<file path="src/rtl/sramc_pkg.sv">
package sramc_pkg;
  localparam int LANES  = 4;
  localparam int DATA_W = 8 * LANES;

  typedef enum logic [1:0] {PH_IDLE, PH_ACCESS, PH_TURN} phase_e;

  // Lanes a device width code can carry; code 3 carries none.
  function automatic logic [LANES-1:0] width_lanes(input logic [1:0] code);
    case (code)
      2'd0:    return LANES'(4'b0001);
      2'd1:    return LANES'(4'b0011);
      2'd2:    return LANES'(4'b1111);
      default: return '0;
    endcase
  endfunction
endpackage

</file>
<file path="src/rtl/sramc_phase_fsm.sv">
module sramc_phase_fsm
  import sramc_pkg::*;
#(
  parameter int DLY_W      = 4,
  parameter int WAIT_W     = 5,
  parameter int TMO_W      = 10,
  parameter int PAGE_BEATS = 4,
  parameter int BEAT_W     = 2
) (
  input  logic              clk,
  input  logic              rst,
  input  logic              req_valid,
  input  logic              req_write,
  input  logic              cfg_page_en,
  input  logic              cfg_ext_en,
  input  logic [DLY_W-1:0]  cfg_oe_dly,
  input  logic [DLY_W-1:0]  cfg_we_dly,
  input  logic [WAIT_W-1:0] cfg_rd_wait,
  input  logic [WAIT_W-1:0] cfg_pg_wait,
  input  logic [WAIT_W-1:0] cfg_wr_wait,
  input  logic [DLY_W-1:0]  cfg_turn,
  input  logic [TMO_W-1:0]  cfg_ext_tmo,
  input  logic              mem_wait_n,
  output logic              accept,
  output logic              beat_ok,
  output logic              beat_step,
  output logic              abort,
  output logic              in_access,
  output logic              is_write,
  output logic [BEAT_W-1:0] beat,
  output logic              oe_phase,
  output logic              we_phase,
  output logic              busy_d
);
  localparam int CNT_W = WAIT_W + 1;
  localparam int TC_W  = TMO_W + 4;
  localparam logic [BEAT_W-1:0] LAST_BEAT = BEAT_W'(PAGE_BEATS - 1);

  phase_e            st_q, st_d;
  logic [CNT_W-1:0]  cnt_q, cnt_d;
  logic [TC_W-1:0]   tc_q, tc_d;
  logic [BEAT_W-1:0] beat_q, beat_d;
  logic [DLY_W-1:0]  tn_q, tn_d;
  logic              wr_q, wr_d;
  logic [CNT_W-1:0]  last_idx;
  logic              at_end, hold, fin, more, tmo_hit;

  always_comb begin
    if (wr_q)              last_idx = CNT_W'(cfg_wr_wait) + CNT_W'(1);
    else if (beat_q == '0) last_idx = CNT_W'(cfg_rd_wait);
    else                   last_idx = CNT_W'(cfg_pg_wait);
  end

  assign at_end  = (st_q == PH_ACCESS) && (cnt_q == last_idx);
  assign hold    = at_end && cfg_ext_en && !mem_wait_n;
  assign tmo_hit = hold && (tc_q == {cfg_ext_tmo, 4'hF});
  assign fin     = at_end && !hold;
  assign more    = fin && !wr_q && cfg_page_en && (beat_q != LAST_BEAT);
  assign accept  = (st_q == PH_IDLE) && req_valid;

  always_comb begin
    st_d = st_q; cnt_d = cnt_q; tc_d = tc_q; beat_d = beat_q; tn_d = tn_q; wr_d = wr_q;
    case (st_q)
      PH_IDLE: if (req_valid) begin
        st_d = PH_ACCESS; cnt_d = '0; tc_d = '0; beat_d = '0; wr_d = req_write;
      end
      PH_ACCESS: begin
        if (tmo_hit) begin
          st_d = PH_TURN; tn_d = '0;
        end else if (hold) begin
          tc_d = tc_q + TC_W'(1);
        end else if (more) begin
          beat_d = beat_q + BEAT_W'(1); cnt_d = '0; tc_d = '0;
        end else if (fin) begin
          st_d = PH_TURN; tn_d = '0;
        end else begin
          cnt_d = cnt_q + CNT_W'(1);
        end
      end
      default: begin
        if (tn_q == cfg_turn) st_d = PH_IDLE;
        else                  tn_d = tn_q + DLY_W'(1);
      end
    endcase
  end

  always_ff @(posedge clk) begin
    if (rst) begin
      st_q <= PH_IDLE; cnt_q <= '0; tc_q <= '0; beat_q <= '0; tn_q <= '0; wr_q <= 1'b0;
    end else begin
      st_q <= st_d; cnt_q <= cnt_d; tc_q <= tc_d; beat_q <= beat_d; tn_q <= tn_d; wr_q <= wr_d;
    end
  end

  assign beat_ok   = fin;
  assign beat_step = more;
  assign abort     = tmo_hit;
  assign in_access = (st_q == PH_ACCESS);
  assign is_write  = wr_q;
  assign beat      = beat_q;
  assign oe_phase  = in_access && !wr_q && ((beat_q != '0) || (cnt_q >= CNT_W'(cfg_oe_dly)));
  assign we_phase  = in_access && wr_q && (cnt_q >= CNT_W'(cfg_we_dly) + CNT_W'(1));
  assign busy_d    = (st_d != PH_IDLE);

  // writes never advance past the first beat
  p_write_single_beat_r5: assert property (@(posedge clk) disable iff (rst)
    (in_access && wr_q) |-> (beat_q == '0));
  // idle is only ever entered from turnaround
  p_idle_after_turn_r7: assert property (@(posedge clk) disable iff (rst)
    (st_q == PH_IDLE && $past(st_q) != PH_IDLE) |-> ($past(st_q) == PH_TURN));
  // the hold counter never passes its abort window
  p_hold_window_r11: assert property (@(posedge clk) disable iff (rst)
    in_access |-> (tc_q <= {cfg_ext_tmo, 4'hF}));
endmodule

</file>
<file path="src/rtl/sramc_strobe_out.sv">
module sramc_strobe_out
  import sramc_pkg::*;
(
  input  logic             clk,
  input  logic             rst,
  input  logic             in_access,
  input  logic             is_write,
  input  logic             oe_phase,
  input  logic             we_phase,
  input  logic [LANES-1:0] lane_sel,
  input  logic             cfg_cs_high,
  input  logic             cfg_bl_low,
  output logic             mem_cs,
  output logic             mem_oe_n,
  output logic             mem_we_n,
  output logic [LANES-1:0] mem_bls
);
  logic act_lvl;
  assign act_lvl = !cfg_bl_low && !is_write;

  always_ff @(posedge clk) begin
    if (rst) begin
      mem_cs <= ~cfg_cs_high; mem_oe_n <= 1'b1; mem_we_n <= 1'b1;
    end else begin
      mem_cs   <= in_access ? cfg_cs_high : ~cfg_cs_high;
      mem_oe_n <= ~oe_phase;
      mem_we_n <= ~we_phase;
    end
  end

  for (genvar i = 0; i < LANES; i++) begin : g_lane
    always_ff @(posedge clk) begin
      if (rst)            mem_bls[i] <= cfg_bl_low;
      else if (in_access) mem_bls[i] <= lane_sel[i] ? act_lvl : ~act_lvl;
      else                mem_bls[i] <= cfg_bl_low;
    end
  end

  // read and write strobes are never active together
  p_oe_we_excl_r3: assert property (@(posedge clk) disable iff (rst)
    !(!mem_oe_n && !mem_we_n));
  // a strobe is only active inside chip select
  p_strobe_in_cs_r2: assert property (@(posedge clk) disable iff (rst)
    ((!mem_oe_n || !mem_we_n) && $stable(cfg_cs_high)) |-> (mem_cs == cfg_cs_high));
endmodule

</file>
<file path="src/rtl/sram_strobe_ctrl.sv">
module sram_strobe_ctrl
  import sramc_pkg::*;
#(
  parameter int ADDR_W     = 16,
  parameter int DLY_W      = 4,
  parameter int WAIT_W     = 5,
  parameter int TMO_W      = 10,
  parameter int PAGE_BEATS = 4
) (
  input  logic              clk,
  input  logic              rst,
  input  logic              req_valid,
  input  logic              req_write,
  input  logic [ADDR_W-1:0] req_addr,
  input  logic [31:0]       req_wdata,
  input  logic [3:0]        req_be,
  input  logic [1:0]        cfg_width,
  input  logic              cfg_cs_high,
  input  logic              cfg_bl_low,
  input  logic              cfg_page_en,
  input  logic              cfg_ext_en,
  input  logic [DLY_W-1:0]  cfg_oe_dly,
  input  logic [DLY_W-1:0]  cfg_we_dly,
  input  logic [WAIT_W-1:0] cfg_rd_wait,
  input  logic [WAIT_W-1:0] cfg_pg_wait,
  input  logic [WAIT_W-1:0] cfg_wr_wait,
  input  logic [DLY_W-1:0]  cfg_turn,
  input  logic [TMO_W-1:0]  cfg_ext_tmo,
  input  logic              mem_wait_n,
  input  logic [31:0]       mem_rdata,
  output logic              mem_cs,
  output logic              mem_oe_n,
  output logic              mem_we_n,
  output logic [3:0]        mem_bls,
  output logic [ADDR_W-1:0] mem_addr,
  output logic [31:0]       mem_wdata,
  output logic              busy,
  output logic              rd_valid,
  output logic [31:0]       rd_data,
  output logic              wr_done,
  output logic              tmo_flag
);
  localparam int BEAT_W = $clog2(PAGE_BEATS);

  logic              accept, beat_ok, beat_step, abort, in_access, is_write, oe_phase, we_phase, busy_d;
  logic [BEAT_W-1:0] beat;
  logic [LANES-1:0]  lane_q, wlanes;
  logic [DATA_W-1:0] dmask;

  sramc_phase_fsm #(
    .DLY_W(DLY_W), .WAIT_W(WAIT_W), .TMO_W(TMO_W), .PAGE_BEATS(PAGE_BEATS), .BEAT_W(BEAT_W)
  ) u_fsm (
    .clk(clk), .rst(rst), .req_valid(req_valid), .req_write(req_write),
    .cfg_page_en(cfg_page_en), .cfg_ext_en(cfg_ext_en), .cfg_oe_dly(cfg_oe_dly),
    .cfg_we_dly(cfg_we_dly), .cfg_rd_wait(cfg_rd_wait), .cfg_pg_wait(cfg_pg_wait),
    .cfg_wr_wait(cfg_wr_wait), .cfg_turn(cfg_turn), .cfg_ext_tmo(cfg_ext_tmo),
    .mem_wait_n(mem_wait_n), .accept(accept), .beat_ok(beat_ok), .beat_step(beat_step),
    .abort(abort), .in_access(in_access), .is_write(is_write), .beat(beat),
    .oe_phase(oe_phase), .we_phase(we_phase), .busy_d(busy_d)
  );

  sramc_strobe_out u_pins (
    .clk(clk), .rst(rst), .in_access(in_access), .is_write(is_write),
    .oe_phase(oe_phase), .we_phase(we_phase), .lane_sel(lane_q),
    .cfg_cs_high(cfg_cs_high), .cfg_bl_low(cfg_bl_low),
    .mem_cs(mem_cs), .mem_oe_n(mem_oe_n), .mem_we_n(mem_we_n), .mem_bls(mem_bls)
  );

  assign wlanes = width_lanes(cfg_width);
  for (genvar i = 0; i < LANES; i++) begin : g_mask
    assign dmask[8*i +: 8] = {8{wlanes[i]}};
  end

  always_ff @(posedge clk) begin
    if (rst) begin
      mem_addr <= '0; mem_wdata <= '0; lane_q <= '0; busy <= 1'b0;
      rd_valid <= 1'b0; wr_done <= 1'b0; rd_data <= '0; tmo_flag <= 1'b0;
    end else begin
      busy     <= busy_d;
      rd_valid <= beat_ok && !is_write;
      wr_done  <= beat_ok && is_write;
      if (beat_ok && !is_write) rd_data <= mem_rdata & dmask;
      if (accept) begin
        mem_addr  <= (cfg_page_en && !req_write) ? {req_addr[ADDR_W-1:BEAT_W], BEAT_W'(0)} : req_addr;
        mem_wdata <= req_wdata;
        lane_q    <= req_be & wlanes;
        tmo_flag  <= 1'b0;
      end else begin
        if (beat_step) mem_addr <= {mem_addr[ADDR_W-1:BEAT_W], BEAT_W'(beat + BEAT_W'(1))};
        if (abort)     tmo_flag <= 1'b1;
      end
    end
  end

  // read and write completion never coincide
  p_done_excl_r13: assert property (@(posedge clk) disable iff (rst)
    !(rd_valid && wr_done));
  // an active chip select is always covered by busy
  p_cs_inside_busy_r12: assert property (@(posedge clk) disable iff (rst)
    ((mem_cs == cfg_cs_high) && $stable(cfg_cs_high)) |-> busy);
  // a timeout flag appears only with no completion pulse beside it
  p_tmo_no_done_r11: assert property (@(posedge clk) disable iff (rst)
    $rose(tmo_flag) |-> !(rd_valid || wr_done));
endmodule

</file>
<file path="config.mk">
export PLATFORM = sky130hd
export DESIGN_NAME = sram_strobe_ctrl
export DESIGN_NICKNAME = d
export VERILOG_FILES = /design/src/rtl/sramc_pkg.sv /design/src/rtl/sramc_phase_fsm.sv /design/src/rtl/sramc_strobe_out.sv /design/src/rtl/sram_strobe_ctrl.sv
export SDC_FILE = /design/constraint.sdc
export NUM_CORES = 1
export LEC_CHECK = 0
export BUFFER_PORTS_ARGS = -buffer_cell sky130_fd_sc_hd__buf_4
export CORE_MARGIN = 3
export CORE_UTILIZATION = 53
export DETAILED_ROUTE_END_ITERATION = 8
export PLACE_DENSITY = 0.86
export SETUP_SLACK_MARGIN = 0.5
export SLEW_MARGIN = 20
export SYNTH_ARGS = -nofsm -noshare
export SYNTH_HDL_FRONTEND = slang
export SYNTH_HIERARCHICAL = 1
export SYNTH_SLANG_ARGS = --single-unit
</file>
<file path="constraint.sdc">
create_clock -name clk -period 5.56 [get_ports clk]
set_input_delay 0.556 -clock clk [delete_from_list [all_inputs] [get_ports clk]]
set_output_delay 0.556 -clock clk [all_outputs]
set_load 0.005 [all_outputs]
</file>
== Word level (Yosys, flattened, before mapping) ==
Index checks and enable logic that the tools add are counted.

* Word-level logic and storage cells: 138
* Bits in registers: 124

* $add $sub $neg: 6
* $lt $le $gt $ge: 2
* Reduce and logical (&&, ||, !) cells: 35
* Eq/ne operators: 17
* Mux-type cells: 49
* Bitwise operators: 7

{| class="wikitable"
|+ Operator list
! operator !! count
|-
| $mux W14 || 4
|-
| $mux W6 || 6
|-
| $and A32 B32 Y32 || 1
|-
| $pmux W14 S2 || 1
|-
| $mux W2 || 12
|-
| $mux W4 || 5
|-
| $logic_and A1 B1 Y1 || 16
|-
| $mux W16 || 1
|-
| $ne A3 B3 Y1 const B || 5
|-
| $reduce_and A5 Y1 || 3
|-
| $add A14 B1 Y14 const B || 1
|-
| $eq A14 B14 Y1 || 1
|-
| $mux W1 || 14
|-
| $pmux W4 S3 || 1
|-
| $pmux W6 S2 || 1
|-
| $ne A2 B2 Y1 const B || 5
|-
| $pmux W2 S2 || 2
|-
| $pmux W4 S2 || 1
|-
| $reduce_bool A2 Y1 || 4
|-
| $add A5 B1 Y6 const B || 1
|-
| $add A6 B1 Y6 const B || 1
|-
| $eq A6 B6 Y1 || 1
|-
| $ge A6 B4 Y1 || 1
|-
| $ge A6 B6 Y1 || 1
|-
| other kinds (16) || 27
|}

== Longest topological paths before layout ==
Gate-level depths: netlist (run 1).

* Depth after elaboration: 17
* Mapped depth: 14
* Depth with buffers taken out: 11

== Modules after synthesis ==
The synthesis (run 1) kept the hierarchy.

{| class="wikitable"
|+ By module, submodules not included
! module !! times used !! cells an instance !! area an instance (um^2)
|-
| sram_strobe_ctrl || 1 || 266 || 3,001.6
|-
| sramc_phase_fsm || 1 || 303 || 2,374.8
|-
| sramc_strobe_out || 1 || 29 || 305.3
|}

== Worst setup path before layout (run 1) ==
OpenSTA, ideal clock, no wires.

* Path type: register -> register
* Start: register u_fsm.beat_q[0] (netlist: u_fsm/beat[0])
* End: register rd_data[21]
* Arrival time: 2.883 ns
* Path slack: 2.619 ns
* Setup time: 0.059 ns
* Buffers on the path: 3
* Period minus slack after synthesis: 2.941 ns
* Cell stages (with the launch flop): 15
* Cells stage by stage: dfxtp_1 inv_1 ha_1 buf_6 mux2_4 o21ai_2 o22ai_2 nor4_4 nor3b_1 or3b_4 inv_2 and2_4 buf_8 buf_12 a22o_1

* Longest elaborated chain between the ends: 10

{| class="wikitable"
|+ Ends and longest elaborated chain
! element !! RTL line !! source
|-
| start, declared || sramc_phase_fsm.sv:42 || <nowiki>logic [BEAT_W-1:0] beat_q, beat_d;</nowiki>
|-
| start signal, assigned || sramc_phase_fsm.sv:91 || <nowiki>st_q <= st_d; cnt_q <= cnt_d; tc_q <= tc_d; beat_q <= beat_d; tn_q <= tn_d; wr_q <= wr_d;</nowiki>
|-
| $logic_not A2 Y1 (*) || sramc_phase_fsm.sv:50 || <nowiki>else if (beat_q == '0) last_idx = CNT_W'(cfg_rd_wait);</nowiki>
|-
| $mux W5 (*) || sramc_phase_fsm.sv:50 ||
|-
| $mux W6 (*) || sramc_phase_fsm.sv:49 || <nowiki>if (wr_q) last_idx = CNT_W'(cfg_wr_wait) + CNT_W'(1);</nowiki>
|-
| $eq A6 B6 Y1 (*) || sramc_phase_fsm.sv:54 || <nowiki>assign at_end = (st_q == PH_ACCESS) && (cnt_q == last_idx);</nowiki>
|-
| $logic_and A1 B1 Y1 (*) || sramc_phase_fsm.sv:54 ||
|-
| $logic_and A1 B1 Y1 (2 in series) || sramc_phase_fsm.sv:55 || <nowiki>assign hold = at_end && cfg_ext_en && !mem_wait_n;</nowiki>
|-
| $logic_not A1 Y1 || sramc_phase_fsm.sv:57 || <nowiki>assign fin = at_end && !hold;</nowiki>
|-
| $logic_and A1 B1 Y1 (*) || sramc_phase_fsm.sv:57 ||
|-
| via beat_ok || sram_strobe_ctrl.sv:45 || <nowiki>logic accept, beat_ok, beat_step, abort, in_access, is_write, oe_phase, we_phase, busy_d;</nowiki>
|-
| $logic_and A1 B1 Y1 (*) || sram_strobe_ctrl.sv:82 || <nowiki>if (beat_ok && !is_write) rd_data <= mem_rdata & dmask;</nowiki>
|-
| end signal, assigned || sram_strobe_ctrl.sv:82 ||
|-
| end, declared || sram_strobe_ctrl.sv:39 || <nowiki>output logic [31:0] rd_data,</nowiki>
|}

The timed path passes the listed nets; every way through them passes the cells marked *.
A chain may end at the register's enable or synchronous reset.

== Final worst setup path (run 1) ==
* Start: register u_fsm.wr_q (netlist: u_fsm/is_write)
* End: register rd_data[12]

* Longest elaborated chain between the ends: 8

{| class="wikitable"
|+ Ends and longest elaborated chain
! element !! RTL line !! source
|-
| start, declared || sramc_phase_fsm.sv:44 || <nowiki>logic wr_q, wr_d;</nowiki>
|-
| start signal, assigned || sramc_phase_fsm.sv:91 ||
|-
| $mux W6 (*) || sramc_phase_fsm.sv:49 ||
|-
| $eq A6 B6 Y1 (*) || sramc_phase_fsm.sv:54 ||
|-
| $logic_and A1 B1 Y1 (*) || sramc_phase_fsm.sv:54 ||
|-
| $logic_and A1 B1 Y1 (2 in series) || sramc_phase_fsm.sv:55 ||
|-
| $logic_not A1 Y1 || sramc_phase_fsm.sv:57 ||
|-
| $logic_and A1 B1 Y1 (*) || sramc_phase_fsm.sv:57 ||
|-
| via beat_ok || sram_strobe_ctrl.sv:45 ||
|-
| $logic_and A1 B1 Y1 (*) || sram_strobe_ctrl.sv:82 ||
|}

Marked as above.

==> results.toml, run 1 <==
[outcome]
status = "finished clean"

[place]
hpwlAfterDp_mm = 11.88
gp_congestion = 0.8414
port_buffers = 222
dp.cells = 931

[floorplan]
die_area_mm2 = 0.01200
die_h_um = 109.5
num_io_pins = 223
initial_core_util_pct = 54.79
rows = 37
coreArea_mm2 = 0.01037
floorplan.die.width_um = 109.5

[drt]
routed_wl_mm = 16.37
ant_nets = 0
routed_via_density = 5.506
drtIter0Drc = 303
post_drt_wl_per_cell_um = 17.01
drt_first_pass_iters = 5
drc = 0
via_count = 5297

[cells_and_area]
synthToLayoutAreaGrowth_pct = 40.48
final_cell_mix = "buf_4 (224), dfxtp_1 (124), nor2_1 (76)"
fin_cells = 962
fin_nets = 964
drive_gt1_share_pct = 33.66
final_common_cell = "buf_4"
num_antenna_cells = 0
fin_util_pct = 76.97

[timing]
max-slew-margin-rel_pct = 39.31
hold_viol_final = 0
fin_crit_ns = 3.711
tightest_slew_ns = 0.9092
finalCritPeriodShare_pct = 66.75
fin_hold_ws_ns = 0.2268
rsz0062_at_grt = "false"
fmax_mhz = 269.4
clock_skew_ns = 0.005394
setup_viol = 0
slew_violations = 0
timing.setup.tns_ns = 0

[critical_path]
required_ns = 6.03
cp.arrival_ns = 4.18
r2r_slack_ns = 1.85
start_kind = "register"
critPathKind = "reg2reg"
max_stage_delay_ns = 0.91
crit_fanout = 29
endpoint_kind = "register"
path_cells = "or2b_1 -> mux2i_1 -> o22ai_2 -> nor4_4 -> nor3b_1 -> or3b_4 -> nor2_1 -> a22o_1"
cp_slowest_cell = "dfxtp_1"

[flow_run]
max-cap-violations = 0

[worst_hold_path]
hold_class = "in2reg"

[clocking]
cts_tree = "built"
clock-root-buffer = "clkbuf_8"
numCtsBuffers = 17
cts.sinks = 124
cts.repair.resized = 0
worstSkewPairLatency_ns = 0.53
clk_pin_slew_ns = 0.06
post_cts_buffers = 0
cts_hold_buf = 0
clock_path_buffers = 2
cts.htree.levels = 4

[pwr]
ir_drop_mv = 0.2442
finalPower_mw = 2.334
p_leak_nw = 3.677
powerDensity_mw_per_mm2 = 292.4

[logic_synthesis]
ys_warn_count = 6
synth_area_per_cell_um2 = 9.501
synth-main-ff-cell = "dfxtp_1"
ys_seq_area_share_pct = 43.69
synth-edff-count = 0
synth_area_mm2 = 0.005682
synth_cell_type_count = 65
synth_nets = 748
synthCells = 598
async_reset_ff_share_pct = 0
ys_ff_latch = 124

[grt]
grt_pass1_wl_mm = 25.39
grt_usage_pct = 26.98
gr-total-overflow = 0
antenna_found_initial = 0
first_global_vias = 5436
grt_start_max_net_pins = 79
## cells by family (layout without fill, tap and decap cells)
| group | count (synthesis) | in the layout | share of synthesized area [%] |
|---|---|---|---|
| AOI/OAI and AO/OA | 123 | 123 | 15.39 |
| buffers and inverters | 59 | 287 | 5.021 |
| adders and majority gates | 18 | 18 | 3.964 |
| xor gates and xnor gates | 26 | 26 | 4.008 |
| and+or+nand+nor | 192 | 192 | 17.95 |
| muxes | 56 | 56 | 9.976 |
| DFF | 124 | 124 | 43.69 |
## synthesized netlist by cell type, drive strengths merged (2+ instances only)
cell type,n,area share (%)
nand2b,13,1.4
or3,8,0.88
a211o,3,0.46
nand3,18,1.7
buf,15,2.1
clkbuf,12,0.79
nand3b,3,0.40
a31o,3,0.46
a31oi,3,0.33
o211ai,2,0.26
o32ai,4,0.62
o22ai,5,0.66
and3,7,0.77
mux2,2,0.46
o21ai,29,2.6
nand2,18,1.2
nor2b,9,0.99
nor3,6,0.53
nor3b,4,0.53
ha,18,4.0
a22o,32,4.9
and2,5,0.59
dfxtp,124,44
xnor2,9,1.4
or3b,3,0.55
inv,32,2.1
or2,6,0.66
nor4b,3,0.73
nand4,3,0.44
mux2i,54,9.5
nor4,8,1.3
xor2,17,2.6
a21oi,23,2.0
nor2,76,5.0
a211oi,12,1.9
## state kept, by name (all words and copies together), names as in the netlist, 2 cells and up
register,count
mem_wdata,32
rd_data,32
mem_addr,16
u_fsm/tc_q,14
u_fsm/cnt_q,6
lane_q,4
u_fsm/tn_q,4
u_pins/mem_bls,4
u_fsm/beat,2
u_fsm/st_q,2
## through the flow
| stage | instance area [um2] | setup slack (ns) |
|---|---|---|
| 2_1_floorplan | 5682 | 2.619 |
| 3_3_place_gp | 7377 | 2.153 |
| 3_5_place_dp | 7385 | 1.922 |
| 4_1_cts | 7981 | 1.879 |
| 5_1_grt | 7981 | 1.563 |
| 6_report | 7981 | 1.849 |
## critical path, delay by kind of cell (launching register included)
family	cells	cell delay [ns]
compound gates	2	0.36
simple gates	5	2.18
mux	1	0.19
flops	1	0.91
## layer usage
metal  global-route usage, %  routed length, um
met4                   11.67                373
met1                   30.03               6313
met2                   46.08               8274
met3                   10.04               1404
met5                       0                  0
## power by group
| part | total, mW | leakage, nW | switching [mW] | internal, mW |
|---|---|---|---|---|
| clock | 1.13 | 0.296 | 0.385 | 0.746 |
| combinational | 0.266 | 2.37 | 0.120 | 0.146 |
| sequential | 0.937 | 1.01 | 0.0197 | 0.917 |
| total | 2.33 | 3.68 | 0.524 | 1.81 |
## cell type report
cell class / instances / area (um2)
Multi-Input combinational cell: 415 / 2930
Sequential cell: 124 / 2482
Inverter: 32 / 120.1
Clock inverter: 8 / 140.1
Fill cell: 701 / 2389
Clock buffer: 23 / 456.7
Timing Repair Buffer: 224 / 1682
Tap cell: 136 / 170.2
## path summary, 6_finish.rpt
kind / endpoint / from / cells after the start
setup / recovery: rd_data[12] / u_fsm/is_write / 8
hold / removal: u_pins/mem_cs / cfg_cs_high / 2
setup reg to reg: rd_data[12] / u_fsm/is_write / 8
hold reg to reg: rd_data[30] / rd_data[30] / 1
(Power assumes the default switching activity.)
==> run 2, diff against run 1 <==
- CORE_UTILIZATION: 53 -> 49
- PLACE_DENSITY: 0.86 -> 0.8
- clock period: 5.56 -> 3.8 ns (I/O delays scaled with it)
==> run 2 against run 1 <==
Net effect: sequential share of layout area grew 0.11 points; final cell count rose by 0.73%; largest cell class unchanged; design area shrank 0.30%; via count down 1.6%; worst hold slack got worse by 0.053 ns; critical endpoint is now rd_data[19]; global-route usage fell by 2.7 points; core utilization shrank 5.1 points.
==> results.toml, run 2 (synthesized netlist as in run 1, its figures left out) <==
[outcome]
status = "finished clean"

[timing]
tightest_slew_ns = 0.8111
clock_skew_ns = 0.005679
fin_hold_ws_ns = 0.1733
setup_viol = 0
fin_crit_ns = 3.130
rsz0062_at_grt = "false"
fmax_mhz = 319.4
finalCritPeriodShare_pct = 82.38
slew_violations = 0
setup_slack_ns = 0.6696
hold_viol_final = 0
timing.setup.tns_ns = 0
max-slew-margin-rel_pct = 45.93

[worst_hold_path]
min-delay-start = "cfg_cs_high"
min_to = "u_pins/mem_cs"
holdPathStages = 2
hold_class = "in2reg"

[floorplan]
coreArea_mm2 = 0.01108
die_h_um = 113.7
num_io_pins = 223
die_area_mm2 = 0.01292
initial_core_util_pct = 51.29
rows = 38
floorplan.die.width_um = 113.7

[critical_path]
critPathKind = "reg2reg"
path_delay_family = "simple AND/OR/NAND/NOR gates"
path_buf_inv = 3
crit_fanout = 16
max_stage_delay_ns = 0.46
path_cells = "inv_1 -> ha_2 -> mux2i_1 -> a211o_1 -> nand4_2 -> nor4_4 -> buf_4 -> nor3b_2 -> or3b_4 -> inv_2 -> and2_4 -> a22o_1"
required_ns = 4.15
start_kind = "register"
r2r_cells = 12
cp_slowest_cell = "or3b_4"
crit-reg2reg-launch = "u_fsm/beat[0]"
r2r_slack_ns = 0.67
endpoint_kind = "register"
r2r-end = "rd_data[19]"
cp.arrival_ns = 3.48

[place]
port_buffers = 222
hpwlAfterDp_mm = 11.91
dp.cells = 938
pre_cts_ws_ns = 0.3259
gp_congestion = 0.8706
placed_area_mm2 = 0.007405

[pwr]
p_switching_mw = 0.7483
power.share.clock_pct = 45.6
swShare_pct = 23.14
p_leak_nw = 3.654
finalPower_mw = 3.234
seqPwrFrac_pct = 42.5
ir_drop_mv = 0.4093
power_frac_comb_pct = 11.9
powerDensity_mw_per_mm2 = 406.4
power.internal_mw = 2.486

[clocking]
worstSkewPairLatency_ns = 0.41
post_cts_buffers = 0
clk_pin_slew_ns = 0.06
cts.htree.levels = 4
cts_hold_buf = 0
numCtsBuffers = 17
clock_path_buffers = 2
clock-root-buffer = "clkbuf_16"
cts.sinks = 124
cts.repair.resized = 4
cts_tree = "built"

[drt]
drtIter0Drc = 253
via_count = 5210
post_drt_wl_per_cell_um = 16.64
ant_nets = 0
routed_wl_mm = 16.13
drt_first_pass_iters = 4
routed_via_density = 5.377
drc = 0

[cells_and_area]
synthToLayoutAreaGrowth_pct = 40.06
fin_cells = 969
drive_gt1_share_pct = 34.26
final_common_cell = "buf_4"
nFillCells = 837
regArea_mm2 = 0.002484
fin_util_pct = 71.83
top_regs = "mem_wdata (32), rd_data (32), mem_addr (16)"
final_cell_mix = "buf_4 (227), dfxtp_1 (123), nor2_1 (74)"
fin_nets = 967
multi_input_area_mm2 = 0.002935
final_area_mm2 = 0.007958
num_antenna_cells = 0

[flow_run]
max-cap-violations = 0

[grt]
grt_pass1_wl_mm = 25.14
first_global_vias = 5262
antenna_found_initial = 0
grt_usage_pct = 24.26
grt_start_max_net_pins = 79
gr-total-overflow = 0
## run 2: layer usage
metal	track usage, %	vias to the layer above	share of wire [%]
li1	-	2547	-
met1	27.92	2456	41
met2	41.22	182	50
met3	8.753	25	7.4
met4	9.215	0	1.9
met5	0	-	0
## run 2: layout make-up
type	instances	share of cell area, %
multi-input combinational	415	36.89
sequential	124	31.21
timing repair buffer	227	21.42
clock buffer	25	5.975
tap	140	2.201
inverter	32	1.509
clock inverter	6	0.8019
## run 2: worst max-delay path by stage
stage,slack (ns),depth (start not counted),startpoint,to
final,0.67,12,u_fsm/beat[0],rd_data[19]
after global routing,0.52,11,u_fsm/beat[0],rd_data[5]
after CTS,0.57,11,u_fsm/beat[0],rd_data[5]
after detailed placement,0.33,11,u_fsm/beat[0],rd_data[5]
after global placement,0.53,9,u_fsm/is_write,rd_data[3]
after floorplan,0.86,14,u_fsm/beat[0],rd_data[21]
## run 2: power by group through the flow
stage / logic (mW) / registers [mW] / clock network (mW)
floorplan: 0.180 / 1.39 / 0
global placement: 0.372 / 1.40 / 0
detailed placement: 0.384 / 1.40 / 0
CTS: 0.386 / 1.37 / 1.50
global route: 0.421 / 1.38 / 1.56
finish: 0.385 / 1.37 / 1.48
